==> src/rtl/isa8_pkg.sv <==
package isa8_pkg;
  typedef enum logic [1:0] {
    ST_IDLE = 2'd0,
    ST_ADDR = 2'd1,
    ST_DATA = 2'd2
  } slot_e;

  // strobe index = {space, direction}: 0 mem rd, 1 mem wr, 2 io rd, 3 io wr
  localparam int NCMD = 4;

  function automatic logic [1:0] cmd_sel(input logic io, input logic wr);
    return {io, wr};
  endfunction
endpackage

==> src/rtl/isa8_halfclk.sv <==
module isa8_halfclk (
  input  logic clk,
  input  logic rst,
  output logic ph_q,
  output logic ph_nxt,
  output logic busclk_o
);
  // ph_q = 0: first (high) half of a bus clock, 1: second (low) half
  assign ph_nxt = ~ph_q;

  always_ff @(posedge clk) begin
    if (rst) begin
      ph_q     <= 1'b0;
      busclk_o <= 1'b1;
    end else begin
      ph_q     <= ph_nxt;
      busclk_o <= ~ph_nxt;
    end
  end

  assert_phase_toggle_R1: assert property (@(posedge clk) disable iff (rst)
    busclk_o |=> !busclk_o);
endmodule

==> src/rtl/isa8_seq.sv <==
module isa8_seq
  import isa8_pkg::*;
#(
  parameter int AW = 20,
  parameter int DW = 8,
  parameter int WD_DCLKS = 16
) (
  input  logic          clk,
  input  logic          rst,
  input  logic          ph_q,
  input  logic          req_i,
  input  logic [AW-1:0] addr_i,
  input  logic          wr_i,
  input  logic          io_i,
  input  logic [DW-1:0] wdata_i,
  input  logic          zws_n_i,
  input  logic          rdy_i,
  input  logic          mem_wide_n_i,
  input  logic          io_wide_n_i,
  output slot_e         st_nxt,
  output logic          d1_nxt,
  output logic          fin_edge,
  output logic          wd_q,
  output logic          wide_q,
  output logic [AW-1:0] addr_q,
  output logic          wr_q,
  output logic          io_q,
  output logic [DW-1:0] wdata_q
);
  localparam int CW = $clog2(WD_DCLKS + 1);

  slot_e         st_q;
  logic [CW-1:0] dk_q, dk_nxt;
  logic          fin_q, memw_a_q;
  logic          start, mid, fin_set, wd_set;

  assign start    = (st_q == ST_IDLE) && ph_q && req_i;
  assign mid      = (st_q == ST_DATA) && !ph_q;
  assign fin_edge = (st_q == ST_DATA) && ph_q && fin_q;
  assign fin_set  = mid && (((dk_q >= CW'(2)) && (dk_q <= CW'(4)) && !zws_n_i) ||
                            ((dk_q >= CW'(5)) && rdy_i));
  assign wd_set   = mid && !fin_set && (dk_q == CW'(WD_DCLKS));
  assign d1_nxt   = (dk_nxt == CW'(1));

  always_comb begin
    st_nxt = st_q;
    dk_nxt = dk_q;
    unique case (st_q)
      ST_IDLE: if (start) begin
        st_nxt = ST_ADDR;
        dk_nxt = '0;
      end
      ST_ADDR: if (ph_q) begin
        st_nxt = ST_DATA;
        dk_nxt = CW'(1);
      end
      ST_DATA: if (ph_q) begin
        if (fin_q) begin
          st_nxt = ST_IDLE;
          dk_nxt = '0;
        end else begin
          dk_nxt = dk_q + CW'(1);
        end
      end
      default: begin
        st_nxt = ST_IDLE;
        dk_nxt = '0;
      end
    endcase
  end

  always_ff @(posedge clk) begin
    if (rst) begin
      st_q     <= ST_IDLE;
      dk_q     <= '0;
      fin_q    <= 1'b0;
      wd_q     <= 1'b0;
      wide_q   <= 1'b0;
      memw_a_q <= 1'b0;
      addr_q   <= '0;
      wr_q     <= 1'b0;
      io_q     <= 1'b0;
      wdata_q  <= '0;
    end else begin
      st_q <= st_nxt;
      dk_q <= dk_nxt;
      if (start) begin
        addr_q  <= addr_i;
        wr_q    <= wr_i;
        io_q    <= io_i;
        wdata_q <= wdata_i;
        fin_q   <= 1'b0;
        wd_q    <= 1'b0;
        wide_q  <= 1'b0;
      end
      // first wide-memory sample: end of the address bus clock
      if ((st_q == ST_ADDR) && ph_q)
        memw_a_q <= !mem_wide_n_i;
      // second memory sample and the only I/O sample: middle of data clock 1
      if (mid && (dk_q == CW'(1)))
        wide_q <= io_q ? !io_wide_n_i : (memw_a_q && !mem_wide_n_i);
      if (fin_set || wd_set)
        fin_q <= 1'b1;
      if (wd_set)
        wd_q <= 1'b1;
    end
  end

  assert_no_short_end_R6: assert property (@(posedge clk) disable iff (rst)
    fin_edge |-> (dk_q >= CW'(2)));
  assert_wd_bound_R10: assert property (@(posedge clk) disable iff (rst)
    dk_q <= CW'(WD_DCLKS));
  assert_fields_steady_R2: assert property (@(posedge clk) disable iff (rst)
    (st_q == ST_DATA) |-> $stable(addr_q));
endmodule

==> src/rtl/isa8_busout.sv <==
module isa8_busout
  import isa8_pkg::*;
#(
  parameter int AW = 20,
  parameter int DW = 8
) (
  input  logic          clk,
  input  logic          rst,
  input  slot_e         st_nxt,
  input  logic          ph_nxt,
  input  logic          d1_nxt,
  input  logic          fin_edge,
  input  logic          wd_q,
  input  logic          wide_q,
  input  logic [AW-1:0] addr_q,
  input  logic          wr_q,
  input  logic          io_q,
  input  logic [DW-1:0] wdata_q,
  input  logic [DW-1:0] bdata_i,
  output logic          ale_o,
  output logic [AW-1:0] baddr_o,
  output logic [DW-1:0] bdata_o,
  output logic          bdata_oe_o,
  output logic [NCMD-1:0] cmd_n_o,
  output logic [DW-1:0] rdata_o,
  output logic          done_o,
  output logic          err_o,
  output logic          wide_o
);
  logic a2_nxt, cmd_nxt, cmd_act;

  assign a2_nxt  = (st_nxt == ST_ADDR) && ph_nxt;
  assign cmd_nxt = (st_nxt == ST_DATA) && !(d1_nxt && !ph_nxt);
  assign cmd_act = !(&cmd_n_o);

  always_ff @(posedge clk) begin
    if (rst) begin
      ale_o      <= 1'b0;
      baddr_o    <= '0;
      bdata_o    <= '0;
      bdata_oe_o <= 1'b0;
      rdata_o    <= '0;
      done_o     <= 1'b0;
      err_o      <= 1'b0;
      wide_o     <= 1'b0;
    end else begin
      ale_o  <= a2_nxt;
      done_o <= fin_edge;
      err_o  <= fin_edge && wd_q;
      wide_o <= fin_edge && wide_q;
      if (a2_nxt) begin
        baddr_o    <= addr_q;
        bdata_oe_o <= wr_q;
        if (wr_q)
          bdata_o <= wdata_q;
      end
      if (fin_edge && !wr_q && !wd_q)
        rdata_o <= bdata_i;
    end
  end

  for (genvar gi = 0; gi < NCMD; gi++) begin : g_cmd
    always_ff @(posedge clk) begin
      if (rst)
        cmd_n_o[gi] <= 1'b1;
      else
        cmd_n_o[gi] <= !(cmd_nxt && (cmd_sel(io_q, wr_q) == 2'(gi)));
    end
  end

  assert_ale_half_R1: assert property (@(posedge clk) disable iff (rst)
    ale_o |=> !ale_o);
  assert_addr_hold_R2: assert property (@(posedge clk) disable iff (rst)
    (cmd_act && $past(cmd_act)) |-> $stable(baddr_o));
  assert_oe_drop_R3: assert property (@(posedge clk) disable iff (rst)
    $fell(bdata_oe_o) |-> ale_o);
  assert_one_cmd_R4: assert property (@(posedge clk) disable iff (rst)
    $countones(~cmd_n_o) <= 1);
  assert_done_release_R9: assert property (@(posedge clk) disable iff (rst)
    done_o |-> !cmd_act);
  assert_err_with_done_R10: assert property (@(posedge clk) disable iff (rst)
    err_o |-> done_o);
endmodule

==> src/rtl/isa8_cycle_ctl.sv <==
module isa8_cycle_ctl
  import isa8_pkg::*;
#(
  parameter int AW = 20,
  parameter int DW = 8,
  parameter int WD_DCLKS = 16
) (
  input  logic          clk,
  input  logic          rst,
  input  logic          req_i,
  input  logic [AW-1:0] addr_i,
  input  logic          wr_i,
  input  logic          io_i,
  input  logic [DW-1:0] wdata_i,
  output logic [DW-1:0] rdata_o,
  output logic          done_o,
  output logic          err_o,
  output logic          wide_o,
  output logic          busclk_o,
  output logic          ale_o,
  output logic [AW-1:0] baddr_o,
  output logic [DW-1:0] bdata_o,
  output logic          bdata_oe_o,
  input  logic [DW-1:0] bdata_i,
  output logic          mem_rd_n_o,
  output logic          mem_wr_n_o,
  output logic          io_rd_n_o,
  output logic          io_wr_n_o,
  input  logic          mem_wide_n_i,
  input  logic          io_wide_n_i,
  input  logic          zws_n_i,
  input  logic          rdy_i
);
  logic            ph_q, ph_nxt, d1_nxt, fin_edge, wd_q, wide_q, wr_q, io_q;
  slot_e           st_nxt;
  logic [AW-1:0]   addr_q;
  logic [DW-1:0]   wdata_q;
  logic [NCMD-1:0] cmd_n;

  isa8_halfclk u_half (
    .clk(clk), .rst(rst), .ph_q(ph_q), .ph_nxt(ph_nxt), .busclk_o(busclk_o)
  );

  isa8_seq #(.AW(AW), .DW(DW), .WD_DCLKS(WD_DCLKS)) u_seq (
    .clk(clk), .rst(rst), .ph_q(ph_q), .req_i(req_i), .addr_i(addr_i),
    .wr_i(wr_i), .io_i(io_i), .wdata_i(wdata_i), .zws_n_i(zws_n_i),
    .rdy_i(rdy_i), .mem_wide_n_i(mem_wide_n_i), .io_wide_n_i(io_wide_n_i),
    .st_nxt(st_nxt), .d1_nxt(d1_nxt), .fin_edge(fin_edge), .wd_q(wd_q),
    .wide_q(wide_q), .addr_q(addr_q), .wr_q(wr_q), .io_q(io_q), .wdata_q(wdata_q)
  );

  isa8_busout #(.AW(AW), .DW(DW)) u_out (
    .clk(clk), .rst(rst), .st_nxt(st_nxt), .ph_nxt(ph_nxt), .d1_nxt(d1_nxt),
    .fin_edge(fin_edge), .wd_q(wd_q), .wide_q(wide_q), .addr_q(addr_q),
    .wr_q(wr_q), .io_q(io_q), .wdata_q(wdata_q), .bdata_i(bdata_i),
    .ale_o(ale_o), .baddr_o(baddr_o), .bdata_o(bdata_o), .bdata_oe_o(bdata_oe_o),
    .cmd_n_o(cmd_n), .rdata_o(rdata_o), .done_o(done_o), .err_o(err_o),
    .wide_o(wide_o)
  );

  assign mem_rd_n_o = cmd_n[0];
  assign mem_wr_n_o = cmd_n[1];
  assign io_rd_n_o  = cmd_n[2];
  assign io_wr_n_o  = cmd_n[3];
endmodule

==> config.mk <==
export PLATFORM = sky130hd
export DESIGN_NAME = isa8_cycle_ctl
export DESIGN_NICKNAME = d
export VERILOG_FILES = /design/src/rtl/isa8_pkg.sv /design/src/rtl/isa8_halfclk.sv /design/src/rtl/isa8_seq.sv /design/src/rtl/isa8_busout.sv /design/src/rtl/isa8_cycle_ctl.sv
export SDC_FILE = /design/constraint.sdc
export NUM_CORES = 1
export LEC_CHECK = 0
export ABC_CLOCK_PERIOD_IN_PS = 1800
export BUFFER_PORTS_ARGS = -buffer_cell sky130_fd_sc_hd__buf_2
export CAP_MARGIN = 20
export CORE_UTILIZATION = 48
export CTS_CLUSTER_DIAMETER = 40
export DETAILED_ROUTE_END_ITERATION = 10
export PLACE_DENSITY = 0.85
export SLEW_MARGIN = 30
export SYNTH_ARGS = -nofsm -noshare
export SYNTH_HDL_FRONTEND = slang
export SYNTH_HIERARCHICAL = 1
export SYNTH_SLANG_ARGS = --single-unit
==> constraint.sdc <==
create_clock -name clk -period 1.8 [get_ports clk]
set_input_delay 0.18 -clock clk [delete_from_list [all_inputs] [get_ports clk]]
set_output_delay 0.18 -clock clk [all_outputs]
set_load 0.02 [all_outputs]
==> summary.txt <==
GRT
  – First-pass GRT wire length: 13400 um
  – Largest net degree at the start of global routing: 55
  – GRT Util Overall: 0.198
  – Initial antenna violation count: 0
  – Overflow after GRT: 0
  – Number of global-route vias before repair: 2997

Route
  – Avg Vias per Cell: 5.09
  – DRC: 0
  – Routed Antenna Nets: 0
  – Avg WL per Cell: 12.9 um
  – Final WL: 8010 um
  – Initial DRC Count: 112
  – Pre-antenna DRT Iters: 4
  – Via count: 3163

Die
  – Effective utilization at floorplan: 0.497
  – Number of I/O pins: 91
  – Die Width: 91.7 um
  – Die Area: 8410 um2
  – Core area: 7770 um2
  – Row cnt: 32
  – DIE HEIGHT: 91.7 um

Logic synthesis
  – Syn Area/Cell: 9.15 um2
  – Yosys reg bits: 88
  – Area contributors post-synth: dfxtp_1 46%, nand2b_1 12%, mux2i_1 9.6%, nand2_1 6.5%, a21oi_1 4.5%
  – Warnings, synthesis: 6
  – Post-synth EDFFs: 0
  – Syn_nets: 471
  – Yosys top cell area share: 0.456
  – Mapped cell area: 3860 um2
  – Top_reg_cell synth: dfxtp_1
  – Count leader, synth: dfxtp_1
  – Post-synth top cells: 88 x dfxtp_1, 75 x nand2b_1, 67 x nand2_1
  – Area leader, netlist: dfxtp_1
  – Async SR Flop Fraction: 0
  – Post-synthesis sequential area ratio: 0.456
  – Cell variety after synth: 49
  – Gate Count Post-Synth: 422

Final layout
  – Share of layout cells above drive strength 1: 0.277
  – Synthesis-to-finish area growth: 22.9%
  – Post-Layout Inst Area: 4750 um2
  – Final #Nets: 563
  – Antenna diodes: 0
  – Post-route core utilization: 0.611

STA
  – Sum Neg Setup Slack: 0 ns
  – RSZ-0062 raised after global routing: false
  – Max transition margin: 0.674
  – Hold WS: 0.0307 ns
  – Fmax: 0.585 GHz
  – Worst-margin pin slew: 0.488 ns
  – Post-Route Skew: 0.00704 ns
  – Fin. Hold Viols: 0
  – Crit path time final: 1.71 ns
  – Final Cycle Share: 0.950
  – Setup violators final: 0
  – Fin. max-slew vios: 0
  – Post-route setup slack: 0.0892 ns

Placement
  – Hpwl dp: 5620 um
  – Post-DP Area: 4490 um2
  – PortBufs: 90
  – Place WS: 0.0143 ns
  – RD Place Congestion: 0.844

Job
  – MaxCap Viol Count: 0

Setup path
  – CP bufs+invs: 0
  – R2r endpoint: u_out/cmd_n_o[3]
  – Setup crit start kind: flop
  – Critical path cell sequence: and4bb_2 -> nor4_4 -> nand4_1 -> a211oi_2 -> nand2b_1 -> nand3_1
  – R2r startpoint: u_seq/st_q[0]
  – Worst-path fanout max: 12
  – Slowest CP cell: dfxtp_4
  – Critical Path Max Stage Delay: 0.43 ns
  – Worst R2R Path Depth: 6
  – WS Path Type: reg -> reg
  – Data required time of the worst path: 2.08 ns
  – Critical path arrival: 1.99 ns
  – Register-to-register setup slack: 0.09 ns
  – Kind of cell adding the most delay to the critical path: simple AND/OR/NAND/NOR gates
  – CP Capture Type: flop

CTS
  – # clock sinks: 88
  – Hold buffers post-CTS: 0
  – CTS tree: built
  – H-tree level count: 3
  – TritonCTS Buffers: 9
  – Clk_lat worst skew: 0.34 ns
  – Clk buf depth: 2
  – Clock-pin slew on the worst setup and hold paths: 0.09 ns
  – Clk root buf: clkbuf_8

Pwr
  – Sw frac: 0.244
  – VDD IR max: 0.410 mV
  – Static leakage: 1.89 nW
  – Seq pwr share: 0.544
  – Combinational power share: 0.095
  – NetSw: 903 uW
  – PwrDens: 781 nW/um2
  – P_int: 2.80 mW
  – Clock power share: 0.361

Status
  – Outcome: finished, final reports clean

Min path
  – Hold Path Stages: 2
  – Hold Startpoint: mem_wide_n_i
  – Hold Crit Class: in -> reg
  – Hold Path End: u_seq/memw_a_q
[area by class of cell]
type | count | area, um2
clock inverter | 6 | 67.6
clock buffer | 10 | 128
fill | 682 | 3020
inverter | 6 | 22.5
sequential | 88 | 1780
multi-input combinational | 297 | 1950
tap | 102 | 128
timing repair buffer | 112 | 678
[power by group through the flow]
| stage | clock network [mW] | logic (mW) | registers, mW |
|---|---|---|---|
| 2_1_floorplan | 0 | 0.224 | 2.07 |
| 3_3_place_gp | 0 | 0.340 | 2.06 |
| 3_5_place_dp | 0 | 0.347 | 2.07 |
| 4_1_cts | 1.40 | 0.348 | 2.02 |
| 5_1_grt | 1.46 | 0.389 | 2.03 |
| 6_report | 1.34 | 0.351 | 2.02 |
[flip-flops by register name, indices dropped and copies added (netlist names), 2 cells and up]
name	flops
u_out/baddr_o	20
u_out/rdata_o	8
u_seq/addr_q	20
u_out/bdata_o	8
u_out/cmd_n_o	4
u_seq/st_q	2
u_seq/dk_q	5
u_seq/wdata_q	8
[layout by cell type (no fill, tap or decap), types with 6 or more instances in the layout]
cell,count
a21oi_1,35
nand3_1,7
buf_2,90
nor2b_1,11
nand2b_1,75
clkbuf_8,9
nand2_1,67
dfxtp_1,83
buf_4,17
mux2i_1,37
inv_1,6
[worst max-delay path by stage]
stage,start,end,slack (ns),cells past startpoint
floorplan,u_half/ph_q,u_out/ale_o,0.09,7
global placement,u_seq/st_q[0],u_out/cmd_n_o[3],0.09,6
finish,u_seq/st_q[0],u_out/cmd_n_o[3],0.09,6
global route,u_seq/st_q[0],u_out/cmd_n_o[3],0.01,6
CTS,u_seq/dk_q[1],u_out/cmd_n_o[3],0.06,7
detailed placement,u_seq/dk_q[1],u_out/cmd_n_o[3],0.01,7
[what timing repair did]
item / 4_1_cts / 5_1_grt
setup endpoints to repair: 2 / 41
setup buffers: 0 / 0
hold endpoints to repair: 0 / 0
resized for setup: 3 / 13
pin swaps: 0 / 4
[metrics by stage]
stage / instances / power [mW]
5_1_grt: 621 / 3.88
3_5_place_dp: 605 / 2.41
6_report: 621 / 3.71
2_1_floorplan: 422 / 2.29
3_3_place_gp: 605 / 2.40
4_1_cts: 621 / 3.77
[cell families after synthesis]
kind of cell / synth area share
AND/OR/NAND/NOR: 0.286
adder cells (fa/ha/maj): 0.0130
multiplexers: 0.102
buffers and inverters: 0.0528
AO/OA/AOI/OAI: 0.0901
flip-flops: 0.456
[routing by layer]
layer	up-vias	global-route usage	part of all wire
li1	1593	-	-
met1	1468	0.239	0.46
met2	89	0.337	0.47
met3	13	0.0439	0.052
met4	0	0.0872	0.019
met5	-	0	0
[worst register-to-register path, cell delays in order, from the launching register on]
cell,delay (ns)
dfxtp_4,0.43
and4bb_2,0.28
nor4_4,0.28
nand4_1,0.19
a211oi_2,0.23
nand2b_1,0.13
nand3_1,0.12
Note: power is estimated with default switching activity, not from simulation.
